## config.mk

```make
export PLATFORM = sky130hd
export DESIGN_NAME = page_cache_mmu
export DESIGN_NICKNAME = d
export VERILOG_FILES = /design/src/rtl/mmu_pkg.sv /design/src/rtl/mmu_rr_arb.sv /design/src/rtl/mmu_tag_store.sv /design/src/rtl/mmu_fill.sv /design/src/rtl/page_cache_mmu.sv
export SDC_FILE = /design/constraint.sdc
export NUM_CORES = 1
export LEC_CHECK = 0
export ABC_AREA = 1
export BUFFER_PORTS_ARGS = -buffer_cell sky130_fd_sc_hd__buf_2
export CORE_ASPECT_RATIO = 1.25
export CORE_MARGIN = 4
export CORE_UTILIZATION = 45
export DETAILED_ROUTE_END_ITERATION = 10
export PLACE_DENSITY = 0.67
export SKIP_LAST_GASP = 1
export SLEW_MARGIN = 20
export SYNTH_ARGS = -nofsm -noshare
export SYNTH_HDL_FRONTEND = slang
export SYNTH_SLANG_ARGS = --single-unit
```

## constraint.sdc

```tcl
create_clock -name clk -period 9.4 [get_ports clk]
set_input_delay 1.88 -clock clk [delete_from_list [all_inputs] [get_ports clk]]
set_output_delay 1.88 -clock clk [all_outputs]
set_load 0.01 [all_outputs]
```

## src/rtl/mmu_pkg.sv

```systemverilog
package mmu_pkg;
  typedef enum logic {FS_IDLE, FS_LOAD} fill_state_t;

  function automatic int wrap_add(input int idx, input int step, input int n);
    return (idx + step) % n;
  endfunction
endpackage

```

## src/rtl/mmu_rr_arb.sv

```systemverilog
module mmu_rr_arb #(
  parameter int N = 4,
  localparam int IW = (N > 1) ? $clog2(N) : 1
) (
  input  logic          clk,
  input  logic          rst_n,
  input  logic [N-1:0]  elig,
  output logic [N-1:0]  grant,
  output logic [IW-1:0] gidx,
  output logic          any
);
  import mmu_pkg::*;
  logic [IW-1:0] ptr;

  function automatic logic [IW:0] pick(input logic [N-1:0] e, input logic [IW-1:0] p);
    for (int k = 0; k < N; k++) begin
      int idx;
      idx = wrap_add(int'(p), k, N);
      if (e[idx]) return {1'b1, IW'(idx)};
    end
    return '0;
  endfunction

  logic [IW:0] sel;
  always_comb begin
    sel   = pick(elig, ptr);
    any   = sel[IW];
    gidx  = sel[IW-1:0];
    grant = any ? (N'(1) << gidx) : '0;
  end

  always_ff @(posedge clk) begin
    if (!rst_n) ptr <= '0;
    else if (any) ptr <= IW'(wrap_add(int'(gidx), 1, N));
  end

  assert_one_grant_R7: assert property (@(posedge clk) disable iff (!rst_n)
    $onehot0(grant) && ((grant & ~elig) == '0));
endmodule

```

## src/rtl/mmu_tag_store.sv

```systemverilog
module mmu_tag_store #(
  parameter int N_PORTS  = 4,
  parameter int N_FRAMES = 4,
  parameter int KEY_W    = 7,
  parameter int REF_W    = 4,
  localparam int FR_W = (N_FRAMES > 1) ? $clog2(N_FRAMES) : 1
) (
  input  logic                     clk,
  input  logic                     rst_n,
  input  logic [N_PORTS*KEY_W-1:0] lk_key,
  output logic [N_PORTS-1:0]       lk_hit,
  output logic [N_PORTS*FR_W-1:0]  lk_frame,
  output logic [N_PORTS-1:0]       lk_cnt_zero,
  output logic [N_PORTS-1:0]       lk_cnt_full,
  output logic                     victim_ok,
  output logic [FR_W-1:0]          victim_frame,
  input  logic                     op_acq,
  input  logic                     op_rel,
  input  logic                     op_inst,
  input  logic [FR_W-1:0]          op_frame,
  input  logic [KEY_W-1:0]         op_key
);
  logic             valid [N_FRAMES];
  logic [KEY_W-1:0] tag   [N_FRAMES];
  logic [REF_W-1:0] cnt   [N_FRAMES];
  logic [FR_W-1:0]  rank  [N_FRAMES];   // 0 = most recently used

  for (genvar p = 0; p < N_PORTS; p++) begin : g_lookup
    logic [FR_W-1:0] fr;
    logic            hit;
    always_comb begin
      hit = 1'b0;
      fr  = '0;
      for (int f = 0; f < N_FRAMES; f++)
        if (valid[f] && tag[f] == lk_key[p*KEY_W +: KEY_W]) begin
          hit = 1'b1;
          fr  = FR_W'(f);
        end
    end
    assign lk_hit[p]                 = hit;
    assign lk_frame[p*FR_W +: FR_W]  = fr;
    assign lk_cnt_zero[p]            = (cnt[fr] == '0);
    assign lk_cnt_full[p]            = (&cnt[fr]);
  end

  // victim: lowest empty frame, else oldest frame with no holders
  always_comb begin
    logic            have_inv, have_free;
    logic [FR_W-1:0] best_rank;
    have_inv     = 1'b0;
    have_free    = 1'b0;
    best_rank    = '0;
    victim_frame = '0;
    for (int f = 0; f < N_FRAMES; f++)
      if (!valid[f] && !have_inv) begin
        have_inv     = 1'b1;
        victim_frame = FR_W'(f);
      end
    if (!have_inv)
      for (int f = 0; f < N_FRAMES; f++)
        if (cnt[f] == '0 && (!have_free || rank[f] > best_rank)) begin
          have_free    = 1'b1;
          best_rank    = rank[f];
          victim_frame = FR_W'(f);
        end
    victim_ok = have_inv || have_free;
  end

  always_ff @(posedge clk) begin
    if (!rst_n) begin
      for (int f = 0; f < N_FRAMES; f++) begin
        valid[f] <= 1'b0;
        tag[f]   <= '0;
        cnt[f]   <= '0;
        rank[f]  <= FR_W'(f);
      end
    end else begin
      if (op_acq || op_inst)
        for (int g = 0; g < N_FRAMES; g++)
          if (FR_W'(g) == op_frame)       rank[g] <= '0;
          else if (rank[g] < rank[op_frame]) rank[g] <= rank[g] + 1'b1;
      if (op_acq) cnt[op_frame] <= cnt[op_frame] + 1'b1;
      if (op_rel) cnt[op_frame] <= cnt[op_frame] - 1'b1;
      if (op_inst) begin
        valid[op_frame] <= 1'b1;
        tag[op_frame]   <= op_key;
        cnt[op_frame]   <= REF_W'(1);
      end
    end
  end

  assert_victim_unheld_R5: assert property (@(posedge clk) disable iff (!rst_n)
    op_inst |-> (cnt[op_frame] == '0));

  always @(posedge clk)
    if (rst_n)
      for (int a = 0; a < N_FRAMES; a++)
        for (int b = a + 1; b < N_FRAMES; b++)
          assert_unique_tags_R8: assert (!(valid[a] && valid[b] && tag[a] == tag[b]));
endmodule

```

## src/rtl/mmu_fill.sv

```systemverilog
module mmu_fill #(
  parameter int PAGE_WORDS = 4,
  parameter int FR_W       = 2,
  parameter int DATA_W     = 16,
  localparam int OFF_W = (PAGE_WORDS > 1) ? $clog2(PAGE_WORDS) : 1
) (
  input  logic                  clk,
  input  logic                  rst_n,
  input  logic                  start,
  input  logic [FR_W-1:0]       start_frame,
  input  logic                  mem_rvalid,
  input  logic [DATA_W-1:0]     mem_rdata,
  output logic                  busy,
  output logic                  done,
  output logic                  fr_we,
  output logic [FR_W+OFF_W-1:0] fr_addr,
  output logic [DATA_W-1:0]     fr_wdata
);
  import mmu_pkg::*;
  fill_state_t      st;
  logic [OFF_W-1:0] beat;
  logic [FR_W-1:0]  frame;

  function automatic logic is_last(input logic [OFF_W-1:0] b);
    return int'(b) == PAGE_WORDS - 1;
  endfunction

  assign busy     = (st == FS_LOAD);
  assign fr_we    = busy && mem_rvalid;
  assign fr_addr  = {frame, beat};
  assign fr_wdata = mem_rdata;
  assign done     = fr_we && is_last(beat);

  always_ff @(posedge clk) begin
    if (!rst_n) begin
      st    <= FS_IDLE;
      beat  <= '0;
      frame <= '0;
    end else if (st == FS_IDLE) begin
      if (start) begin
        st    <= FS_LOAD;
        beat  <= '0;
        frame <= start_frame;
      end
    end else if (fr_we) begin
      beat <= beat + 1'b1;
      if (is_last(beat)) st <= FS_IDLE;
    end
  end

  assert_fill_ends_R3: assert property (@(posedge clk) disable iff (!rst_n)
    done |=> !busy);
endmodule

```

## src/rtl/page_cache_mmu.sv

```systemverilog
module page_cache_mmu #(
  parameter int N_PORTS    = 4,
  parameter int N_FRAMES   = 4,
  parameter int N_MEMS     = 2,
  parameter int PAGE_WORDS = 4,
  parameter int PAGE_W     = 6,
  parameter int DATA_W     = 16,
  parameter int REF_W      = 4,
  localparam int MEM_W  = (N_MEMS > 1) ? $clog2(N_MEMS) : 1,
  localparam int FR_W   = (N_FRAMES > 1) ? $clog2(N_FRAMES) : 1,
  localparam int OFF_W  = (PAGE_WORDS > 1) ? $clog2(PAGE_WORDS) : 1,
  localparam int PORT_W = (N_PORTS > 1) ? $clog2(N_PORTS) : 1,
  localparam int KEY_W  = MEM_W + PAGE_W
) (
  input  logic                      clk,
  input  logic                      rst_n,
  input  logic [N_PORTS-1:0]        req_valid,
  input  logic [N_PORTS-1:0]        req_rel,
  input  logic [N_PORTS*MEM_W-1:0]  req_mem,
  input  logic [N_PORTS*PAGE_W-1:0] req_page,
  output logic [N_PORTS-1:0]        req_ready,
  output logic                      rsp_valid,
  output logic [PORT_W-1:0]         rsp_port,
  output logic [FR_W-1:0]           rsp_frame,
  output logic                      rsp_err,
  output logic                      mem_req,
  output logic [MEM_W-1:0]          mem_sel,
  output logic [PAGE_W-1:0]         mem_page,
  input  logic                      mem_rvalid,
  input  logic [DATA_W-1:0]         mem_rdata,
  output logic                      fr_we,
  output logic [FR_W+OFF_W-1:0]     fr_addr,
  output logic [DATA_W-1:0]         fr_wdata
);
  logic [N_PORTS*KEY_W-1:0] keys;
  logic [N_PORTS-1:0]       lk_hit, lk_zero, lk_full, elig;
  logic [N_PORTS*FR_W-1:0]  lk_frame;
  logic                     victim_ok, any, busy, done;
  logic [FR_W-1:0]          victim_frame, g_frame, fill_frame;
  logic [PORT_W-1:0]        gidx, fill_port;
  logic [KEY_W-1:0]         g_key, fill_key;
  logic                     g_rel, g_hit, g_zero;

  for (genvar p = 0; p < N_PORTS; p++) begin : g_port
    assign keys[p*KEY_W +: KEY_W] = {req_mem[p*MEM_W +: MEM_W], req_page[p*PAGE_W +: PAGE_W]};
    assign elig[p] = req_valid[p] && !busy &&
                     (req_rel[p] || (lk_hit[p] ? !lk_full[p] : victim_ok));
  end

  mmu_rr_arb #(.N(N_PORTS)) i_arb (
    .clk(clk), .rst_n(rst_n), .elig(elig), .grant(req_ready), .gidx(gidx), .any(any));

  assign g_rel   = req_rel[gidx];
  assign g_hit   = lk_hit[gidx];
  assign g_zero  = lk_zero[gidx];
  assign g_frame = lk_frame[gidx*FR_W +: FR_W];
  assign g_key   = keys[gidx*KEY_W +: KEY_W];

  // named internal events
  logic ev_acq_hit, ev_rel_ok, ev_rel_err, ev_miss;
  assign ev_acq_hit = any && !g_rel && g_hit;
  assign ev_rel_ok  = any && g_rel && g_hit && !g_zero;
  assign ev_rel_err = any && g_rel && !(g_hit && !g_zero);
  assign ev_miss    = any && !g_rel && !g_hit;

  mmu_tag_store #(.N_PORTS(N_PORTS), .N_FRAMES(N_FRAMES), .KEY_W(KEY_W), .REF_W(REF_W)) i_tags (
    .clk(clk), .rst_n(rst_n), .lk_key(keys), .lk_hit(lk_hit), .lk_frame(lk_frame),
    .lk_cnt_zero(lk_zero), .lk_cnt_full(lk_full),
    .victim_ok(victim_ok), .victim_frame(victim_frame),
    .op_acq(ev_acq_hit), .op_rel(ev_rel_ok), .op_inst(done),
    .op_frame(done ? fill_frame : g_frame), .op_key(fill_key));

  mmu_fill #(.PAGE_WORDS(PAGE_WORDS), .FR_W(FR_W), .DATA_W(DATA_W)) i_fill (
    .clk(clk), .rst_n(rst_n), .start(ev_miss), .start_frame(victim_frame),
    .mem_rvalid(mem_rvalid), .mem_rdata(mem_rdata), .busy(busy), .done(done),
    .fr_we(fr_we), .fr_addr(fr_addr), .fr_wdata(fr_wdata));

  assign mem_sel  = fill_key[KEY_W-1 -: MEM_W];
  assign mem_page = fill_key[PAGE_W-1:0];

  always_ff @(posedge clk) begin
    if (!rst_n) begin
      rsp_valid  <= 1'b0;
      rsp_port   <= '0;
      rsp_frame  <= '0;
      rsp_err    <= 1'b0;
      mem_req    <= 1'b0;
      fill_port  <= '0;
      fill_frame <= '0;
      fill_key   <= '0;
    end else begin
      mem_req   <= ev_miss;
      rsp_valid <= ev_acq_hit || ev_rel_ok || ev_rel_err || done;
      if (ev_miss) begin
        fill_port  <= gidx;
        fill_frame <= victim_frame;
        fill_key   <= g_key;
      end
      if (done) begin
        rsp_port  <= fill_port;
        rsp_frame <= fill_frame;
        rsp_err   <= 1'b0;
      end else if (any) begin
        rsp_port  <= gidx;
        rsp_frame <= ev_rel_err ? '0 : g_frame;
        rsp_err   <= ev_rel_err;
      end
    end
  end

  assert_read_pulse_R3: assert property (@(posedge clk) disable iff (!rst_n)
    mem_req |=> !mem_req);
  assert_no_accept_in_fill_R9: assert property (@(posedge clk) disable iff (!rst_n)
    busy |-> (req_ready == '0));
endmodule

```

* Word-level counts from Yosys, hierarchy flattened *
Memories as Yosys holds them, arrays and structs flattened.
Cells that the tools add are included.

cells by class
  shift operators = 3
  div/mod/pow operators = 0
  muxes and demuxes = 174
  equality and inequality tests = 21
  multiply operators = 1
  add/subtract/negate cells = 11
  magnitude comparators = 12
  bitwise logic cells = 15
  reduce and logical (&&, ||, !) cells = 93

operators with widths
  kind                                                number
  2-to-1 mux 1 bit                                    113
  equality test 7 bit                                 16
  2-to-1 mux 2 bit                                    41
  logical AND 1 bit                                   40
  zero test 4 bit                                     8
  indexed part select 28 x 6 -> 7 bit                 1
  2-to-1 mux 3 bit                                    8
  zero test 1 bit                                     17
  2-to-1 mux 4 bit                                    4
  AND reduction 4 bit                                 4
  adder 2 x 1 -> 2 bit, second input constant         7
  binary-select mux 1 bit (select 2 bit)              7
  logical OR 1 bit                                    12
  < comparator 3 x 4 -> 1 bit, second input constant  3
  OR 1 bit                                            10
  < comparator 2 bit                                  4
  OR reduction 2 bit                                  4
  indexed part select 8 x 4 -> 2 bit                  1
  2-to-1 mux 7 bit                                    1
  OR reduction 7 bit                                  1
  > comparator 2 bit                                  3
  < comparator 2 x 3 -> 1 bit, second input constant  2
  multiplier 2 x 3 -> 5 bit, second input constant    1
  adder 2 bit, second input constant                  2
  other kinds (14)                                    20

word-level totals
  latch bits = 0
  bits in read-only memories = 0
  input bits = 55
  bits in registers = 25
  output and inout port bits = 39
  memories kept = 4
  RAM bits = 56

memory list
  name          depth  bits a word  rd ports  clocked after Yosys merged registers in  wr ports  RTL line             text
  i_tags.tag    4      7            4         0                                        4         mmu_tag_store.sv:24  logic [KEY_W-1:0] tag [N_FRAMES];
  i_tags.cnt    4      4            9         0                                        4         mmu_tag_store.sv:25  logic [REF_W-1:0] cnt [N_FRAMES];
  i_tags.rank   4      2            5         0                                        4         mmu_tag_store.sv:26  logic [FR_W-1:0] rank [N_FRAMES];
  i_tags.valid  4      1            4         0                                        4         mmu_tag_store.sv:23  logic valid [N_FRAMES];

* Longest topological paths before layout *
Gate-level depths: netlist of run 1.
An unclocked memory read counts as a cell.

  depth in word-level cells = 53
  gate-level depth with buffers = 49
  gate-level depth less buffers = 48

* Cells and area by module *
From an unflattened synthesis of run 1, not the netlist that was laid out.

second synthesis, totals
  cell total of the unflattened synthesis = 1,278
  area, all modules = 7,812.5 um^2

by module, submodules not included
  module          sequential area each (um^2)  times used  area an instance (um^2)  cells each
  mmu_tag_store   1,651.6                      1           5,735.5                  958
  page_cache_mmu  360.3                        1           1,275.0                  199
  mmu_rr_arb      40.0                         1           462.9                    75
  mmu_fill        100.1                        1           339.1                    46

* Least setup slack after synthesis of run 1 *
Ideal clock, no wire load.

  kind = input -> output
  start = in req_page[18]
  end = out req_ready[2]
  data arrival time = 4.525 ns
  path buffers = 3
  slack = 2.995 ns
  stages on the path = 30
  path through = buf_2 inv_2 nand2_1 nand2_1 nor2_1 nand2_1 nor2_4 nand2_2 nand2_2 nand2_1 nand2_1 nand2_1 nor2_1 nand2_1 nand2_1 nand2_1 nand3_1 nand2_1 nand2_1 nand2_2 inv_2 nand2_2 nand2_2 nand3_2 nand3_4 buf_6 clkbuf_1 ha_1 inv_1 nor2_1

on the way
  word-level cells in the longest chain between the ends = 23

RTL lines
  what                                                               RTL line              text
  start: declaration                                                 page_cache_mmu.sv:20  input logic [N_PORTS*PAGE_W-1:0] req_page,
  equality test 7 bit                                                mmu_tag_store.sv:35   if (valid[f] && tag[f] == lk_key[p*KEY_W +: KEY_W]) begin
  logical AND 1 bit                                                  mmu_tag_store.sv:35
  2-to-1 mux 1 bit                                                   mmu_tag_store.sv:35
  2-to-1 mux 2 bit (2 in a row)                                      mmu_tag_store.sv:35
  memory (4 x 4 bit)                                                 --
  AND reduction 4 bit                                                mmu_tag_store.sv:43   assign lk_cnt_full[p] = (&cnt[fr]);
  zero test 1 bit                                                    page_cache_mmu.sv:47  (req_rel[p] || (lk_hit[p] ? !lk_full[p] : victim_ok));
  2-to-1 mux 1 bit *                                                 page_cache_mmu.sv:47
  [2 not listed]                                                     --
  binary-select mux 1 bit (select 2 bit)                             mmu_rr_arb.sv:19      if (e[idx]) return {1'b1, IW'(idx)};
  2-to-1 mux 1 bit (implied by the code) (2 in a row)                mmu_rr_arb.sv:19
  2-to-1 mux 3 bit or 2-to-1 mux 1 bit (tied branches)               mmu_rr_arb.sv:19
  2-to-1 mux 3 bit (tied with other cells) (2 in a row)              mmu_rr_arb.sv:19
  2-to-1 mux 3 bit or 2-to-1 mux 1 bit (tied branches) (3 in a row)  mmu_rr_arb.sv:16      for (int k = 0; k < N; k++) begin
  2-to-1 mux 3 bit *                                                 mmu_rr_arb.sv:21      return '0;
  << shifter 1 x 2 -> 4 bit                                          mmu_rr_arb.sv:29      grant = any ? (N'(1) << gidx) : '0;
  2-to-1 mux 4 bit *                                                 mmu_rr_arb.sv:29
  end: declaration                                                   page_cache_mmu.sv:21  output logic [N_PORTS-1:0] req_ready,

Mark *: on every way between the ends. The rest lies on a longest branch, timed or not. The select of a mux whose other input is x is not followed.

* Worst setup path in the final report of run 1 *
  start = in req_page[9]
  end = out req_ready[1]

on the way
  word-level cells in the longest chain between the ends = 23

RTL lines
  what                                                               RTL line              text
  equality test 7 bit                                                mmu_tag_store.sv:35
  logical AND 1 bit                                                  mmu_tag_store.sv:35
  2-to-1 mux 1 bit                                                   mmu_tag_store.sv:35
  2-to-1 mux 2 bit (2 in a row)                                      mmu_tag_store.sv:35
  memory (4 x 4 bit)                                                 --
  AND reduction 4 bit                                                mmu_tag_store.sv:43
  zero test 1 bit                                                    page_cache_mmu.sv:47
  2-to-1 mux 1 bit *                                                 page_cache_mmu.sv:47
  [3 not listed]                                                     --
  2-to-1 mux 1 bit (implied by the code) (2 in a row)                mmu_rr_arb.sv:19
  2-to-1 mux 3 bit or 2-to-1 mux 1 bit (tied branches)               mmu_rr_arb.sv:19
  2-to-1 mux 3 bit (tied with other cells) (2 in a row)              mmu_rr_arb.sv:19
  2-to-1 mux 3 bit or 2-to-1 mux 1 bit (tied branches) (3 in a row)  mmu_rr_arb.sv:16
  2-to-1 mux 3 bit *                                                 mmu_rr_arb.sv:21
  via gidx[0]                                                        page_cache_mmu.sv:40  logic [PORT_W-1:0] gidx, fill_port;
  << shifter 1 x 2 -> 4 bit *                                        mmu_rr_arb.sv:29
  2-to-1 mux 4 bit *                                                 mmu_rr_arb.sv:29

Mark *: on every way through the listed nets, which the timed path passes. The rest lies on a longest branch. The select of a mux whose other input is x is not followed.

==> results.yml, run 1 <==
logic_synthesis:
  synth-adder-area-share: 0.0236
  synthDominantAreaCellType: "nand2_1"
  synth-compound-area-share: 0.113
  post_synth_mux_area_share: 0
  simple_gate_area_share_of_the_yosys_netlist: 0.429
  synth_cell_types: 47
  yosys_register_bits: 81
  synth_top_family_by_area: "simple AND/OR/NAND/NOR gates"
  synthTopCellsByCount: "431 x nand2_1, 112 x nor2_1, 108 x inv_1"
  syn_area_per_cell_um2: 6.33
  synth_xor_area_frac: 0.0339
  post_synth_main_area_contributors: "nand2_1 21%, edfxtp_1 21%, dfxtp_1 7.2%"
  synthDominantCellAreaShare: 0.209
  async_flop_share: 0
  synth_fp_nets: 1292
  ys_seq_area_frac: 0.278
  synth-edff-count: 53
  synth-main-ff-cell: "edfxtp_1"
  ys.warnings.count: 0
  synthesis.area_mm2: 0.00775
  post-synth-top-count-cell: "nand2_1"
  postSynthCellCount: 1223
sta:
  worst-slew-pin-transition_ps: 1040
  final_hold_viol_count: 0
  unrepaired_setup_endpoints_after_global_routing: "false"
  setup_tns_ps: 0
  maxSlewViolCount: 0
  fin_crit_ps: 7100
  finClkSkew_ps: 8.88
  min_period_over_period: 0.755
  max_clock_freq_mhz: 141
  finalSetupViolCount: 0
  max-slew-margin-rel: 0.302
clocking:
  cts_root_buf: "clkbuf_16"
  count_of_clock_tree_sinks: 81
  postCtsSetupRepairBufs: 0
  htreeDepth: 3
  clock_path_buffers: 2
  insertion_delay_ps: 340
  post_cts_hold_buffer_count: 0
  cts_buffers: 9
  postCtsResizedCells: 0
  path_clk_slew_ps: 60
  tritoncts: "built"
finish:
  drive_gt1_frac: 0.179
  fin_nets: 1322
  area_growth_syn_to_layout_pct: 8.33
  finish.instance_area_mm2: 0.00839
  diodes: 0
grt:
  grt_first_pass_wirelength_mm: 38.9
  grt_antenna_before_repair: 0
  grt_pass1_vias: 7315
  grt_max_degree: 45
  grt_usage: 0.253
  globalRoute.totalOverflow: 0
setup_path:
  cp_slowest_stage_delay_ps: 430
  timing.critical_path.slowest_stage_cell: "nand3_4"
  timing.critical_path.arrival_ps: 5220
  cp_data_required_time_ps: 7520
  worstReg2RegEnd: "i_tags.cnt[0][3]"
  ff2ff_setup_slack_ps: 3760
  reg2reg_depth: 41
  timing.critical_path.buf_inv: 7
  kind_of_capture_point_of_the_worst_setup_path: "output port"
  path_max_fanout: 44
  setup.worst_path.class: "in -> out"
  critPathMostFrequentCell: "nand2_1"
  cp_top_family: "simple AND/OR/NAND/NOR gates"
  reg2reg_from: "i_tags.tag[2][0]"
  cp-start-kind: "input pin"
worst_hold_path:
  hold_path_startpoint: "rsp_frame[1]"
  hold_path_end: "rsp_frame[1]"
  worst_hold_path.num_cells: 2
  holdCritPathClass: "reg -> reg"
place:
  place.detailed.hpwl_mm: 19.8
  postPlaceCellArea_mm2: 0.00806
  place.port_buffers: 61
  gp_congestion: 1.06
route:
  detailroute.via_count: 7915
  drtPass1Iterations: 6
  detail_route.vias_per_cell: 5.36
  detailedRoute.firstIterationViolations: 915
  remaining_drc_errors: 0
  route.antenna.remaining_nets: 0
  drt-total-wl_mm: 24.9
  wl_per_cell_um: 16.8
floorplanning:
  io_pins: 94
  die-height_um: 155
  effective_utilization_at_floorplan: 0.460
  die_area_mm2: 0.0194
  placement_rows: 53
  core_area_mm2: 0.0168
  horiz_die_dim_um: 125
power:
  p_per_area_mw_per_mm2: 382
  power.static_leakage_nw: 4.19
  peak_supply_drop_uv: 233
run:
  drv_cap: 0
run_status:
  status: "completed"
-- cell type report --
cell class	instances	area, um2
flip-flops and latches	81	2150
fillers	1790	8450
well taps	220	275
clock buffers	10	239
clock inverters	6	91.3
inverters	178	672
multi-input cells	921	4650
repair buffers	62	313
-- how the worst max path moves through the flow --
stage	start	endpoint	slack (ps)	cells after the start
2_1_floorplan	req_page[18]	req_ready[2]	2990	30
3_3_place_gp	req_page[9]	req_ready[1]	2320	33
3_5_place_dp	req_page[9]	req_ready[1]	2300	33
4_1_cts	req_page[9]	req_ready[1]	2290	31
5_1_grt	req_page[9]	req_ready[1]	1880	31
6_report	req_page[9]	req_ready[1]	2300	31
-- power breakdown --
| part | switching, mW | internal [mW] |
|---|---|---|
| registers | 0.112 | 0.496 |
| clock network | 0.143 | 0.241 |
| logic | 1.56 | 0.659 |
| total | 1.81 | 1.40 |
-- cells in the final DEF (no fill, tap or decap), types with 3 or more instances in the layout --
| master | n |
|---|---|
| xor2_1 | 9 |
| nand3_2 | 3 |
| inv_2 | 54 |
| a31oi_1 | 8 |
| a21oi_1 | 52 |
| clkbuf_16 | 9 |
| xnor2_1 | 21 |
| edfxtp_1 | 53 |
| nand3_1 | 76 |
| nand2_2 | 29 |
| ha_1 | 13 |
| o21ai_0 | 47 |
| nand3_4 | 5 |
| dfxtp_1 | 28 |
| o2111ai_1 | 3 |
| inv_1 | 108 |
| nand2_4 | 18 |
| o221ai_1 | 3 |
| clkinv_4 | 3 |
| o22ai_1 | 6 |
| buf_2 | 61 |
| nand4_1 | 13 |
| nor2_4 | 7 |
| nand2_1 | 431 |
| nor2_1 | 112 |
| clkinv_1 | 14 |
| nor2_2 | 19 |
| o211ai_1 | 6 |
| nor3_1 | 5 |
| o21ai_1 | 15 |
-- state kept, by name (all words and copies together) (netlist names), 2 cells and up --
register      cells
fill_frame        2
fill_key          7
fill_port         2
i_arb.ptr         2
i_fill.beat       2
i_fill.frame      2
i_tags.cnt       16
i_tags.rank       8
i_tags.tag       28
i_tags.valid      4
rsp_frame         2
rsp_port          2
-- kinds of logic after synthesis --
group | after synthesis
AO/OA/AOI/OAI | 150
flip-flops | 81
adder cells (fa/ha/maj) | 14
XOR/XNOR | 30
AND/OR/NAND/NOR | 727
buffers and inverters | 221
-- worst min-delay path: stages (launching register included) --
cell     delay, ps
dfxtp_1        310
nand2_1         60
a21oi_1         50
-- stage by stage --
step | util | cells | setup WS, ps | hold WS [ps] | power, mW
2_1_floorplan | - | 1223 | 2990 | 443 | 2.35
3_3_place_gp | 0.478 | 1462 | 2320 | 463 | 2.80
3_5_place_dp | 0.478 | 1462 | 2300 | 461 | 2.81
4_1_cts | 0.498 | 1478 | 2290 | 471 | 3.21
5_1_grt | 0.498 | 1478 | 1880 | 496 | 3.51
6_report | 0.498 | 1478 | 2300 | 468 | 3.21
-- routing by layer --
layer  wire length, um  GRT usage  vias to the layer above
met3              1790     0.0380                       69
met1             10500      0.329                     3569
met4              1150      0.122                        0
met5                 0          0                        -
met2             11500      0.415                      354
li1                  -          -                     3923
Note: power is estimated with default switching activity, not from simulation.
==> run 2, diff against run 1 <==
PLACE_DENSITY = 0.7   (was 0.67)
clock period = 6.2 ns   (was 9.4 ns; I/O delays follow)
==> run 2 against run 1 <==
Net effect:
- non-clock buffer count up 7
- clock skew down 3.7 ps
- register-to-register slack worse by 2600 ps
- core utilization up 0.052 points
- highest routed layer unchanged
- largest cell class unchanged
==> results.yml, run 2 (synthesized netlist as in run 1, its figures left out) <==
grt:
  gr-usage-met2: 0.413
  grt_antenna_before_repair: 0
  grt_first_pass_wirelength_mm: 39.2
  grt_usage: 0.255
  globalRoute.totalOverflow: 0
  grt_pass1_vias: 7577
  grt_busiest_layer: "met2"
  grt_max_degree: 31
  globalRouteMet3Util: 0.0294
  met1_usage: 0.328
setup_path:
  cp_data_required_time_ps: 4960
  cp-start-kind: "input pin"
  timing.critical_path.arrival_ps: 4510
  reg2reg_from: "i_tags.tag[2][0]"
  path_max_fanout: 16
  timing.critical_path.slowest_stage_cell: "xnor2_1"
  cp_slowest_stage_delay_ps: 280
  worst_setup_path_startpoint: "req_page[20]"
  setup.worst_path.class: "in -> out"
  critPathMostFrequentCell: "nand2_1"
  kind_of_capture_point_of_the_worst_setup_path: "output port"
  cp-endpoint: "req_ready[2]"
  worstReg2RegEnd: "i_tags.cnt[2][3]"
  ff2ff_setup_slack_ps: 1110
  reg2reg_depth: 42
worst_hold_path:
  holdCritPathClass: "reg -> reg"
  worst_hold_path.num_cells: 2
sta:
  final_hold_viol_count: 0
  max-slew-margin-rel: 0.249
  min_period_over_period: 0.928
  finClkSkew_ps: 5.21
  unrepaired_setup_endpoints_after_global_routing: "false"
  finalHoldWorstSlack_ps: 478
  fin_crit_ps: 5750
  setup_tns_ps: 0
  worst-slew-pin-transition_ps: 1120
  finalSetupViolCount: 0
  maxSlewViolCount: 0
  max_clock_freq_mhz: 174
finish:
  regMostFlops: "i_tags.tag"
  most-common-layout-cells: "431 x nand2_1, 112 x nor2_1, 108 x inv_1"
  final_common_cell: "nand2_1"
  reg_top3: "i_tags.tag (28), i_tags.cnt (16), i_tags.rank (8)"
  drive_gt1_frac: 0.183
  area_growth_syn_to_layout_pct: 8.45
  largest_register_ffs: 28
  finish.instance_area_mm2: 0.00840
  fin_nets: 1329
  diodes: 0
floorplanning:
  core_area_mm2: 0.0168
  die_area_mm2: 0.0194
  effective_utilization_at_floorplan: 0.460
  die-height_um: 155
  placement_rows: 53
  io_pins: 94
  horiz_die_dim_um: 125
clocking:
  tritoncts: "built"
  count_of_clock_tree_sinks: 81
  htreeDepth: 3
  insertion_delay_ps: 340
  clock_path_buffers: 2
  path_clk_slew_ps: 60
  postCtsSetupRepairBufs: 0
  post_cts_hold_buffer_count: 0
  postCtsResizedCells: 0
  cts_buffers: 9
  cts_root_buf: "clkbuf_16"
place:
  place.detailed.hpwl_mm: 20.3
  gp_congestion: 1.04
  postPlaceCellArea_mm2: 0.00811
  place.port_buffers: 61
power:
  peak_supply_drop_uv: 465
  p_per_area_mw_per_mm2: 583
  total_power_mw: 4.90
  power.static_leakage_nw: 4.21
route:
  drt-total-wl_mm: 24.9
  remaining_drc_errors: 0
  detail_route.vias_per_cell: 5.32
  detailroute.via_count: 7903
  route.antenna.remaining_nets: 0
  drtPass1Iterations: 6
  detailedRoute.firstIterationViolations: 895
  wl_per_cell_um: 16.8
run_status:
  status: "completed"
run:
  drv_cap: 0
-- run 2: cell types whose count changed in the layout (fill, tap and decap cells not counted) --
| cell | change |
|---|---|
| buf_4 | +7 |
| bufinv_16 | -2 |
| clkbuf_8 | +2 |
| clkinv_4 | -2 |
| clkinv_2 | +1 |
| clkinvlp_4 | +1 |
| nor4_1 | +1 |
| nor4_2 | -1 |
-- run 2: how the worst min path moves through the flow --
stage | start | end | slack, ps
final | rsp_frame[1] | rsp_frame[1] | 480
after global routing | rsp_frame[0] | rsp_frame[0] | 500
after CTS | rsp_frame[1] | rsp_frame[1] | 480
after detailed placement | rsp_frame[1] | rsp_frame[1] | 470
after global placement | rsp_frame[1] | rsp_frame[1] | 460
after floorplan | fill_frame[0] | fill_frame[0] | 440
-- run 2: layout make-up --
cell class,instances,area (um2)
sequential,81,2150
timing repair buffer,69,365
clock buffer,12,267
inverter,178,672
clock inverter,4,26.3
fill,1760,8440
multi-input combinational,921,4640
tap,220,275
-- run 2: worst max-delay path, delay by kind of cell --
kind,cells,cell delay [ps]
and+or+nand+nor,21,2010
adders and majority gates,1,190
xor gates and xnor gates,1,280
buffers and inverters,6,770
-- run 2: routing by layer --
layer | wire [um] | part of all wire | vias up
li1 | - | - | 3931
met1 | 10300 | 0.41 | 3542
met2 | 11300 | 0.45 | 339
met3 | 1750 | 0.070 | 91
met4 | 1490 | 0.060 | 0
met5 | 0 | 0 | -
-- run 2: where the power goes --
| group | switching (mW) | leakage [nW] | internal (mW) |
|---|---|---|---|
| registers | 0.172 | 0.761 | 0.753 |
| logic | 2.38 | 3.30 | 1.08 |
| clock network | 0.209 | 0.145 | 0.303 |
-- run 2: per-stage QoR --
| step | cells | util | setup slack [ps] |
|---|---|---|---|
| CTS | 1485 | 0.499 | 490 |
| global placement | 1469 | 0.481 | 402 |
| detailed placement | 1469 | 0.481 | 295 |
| global route | 1485 | 0.499 | 105 |
| finish | 1485 | 0.499 | 447 |
| floorplan | 1223 | - | 1070 |
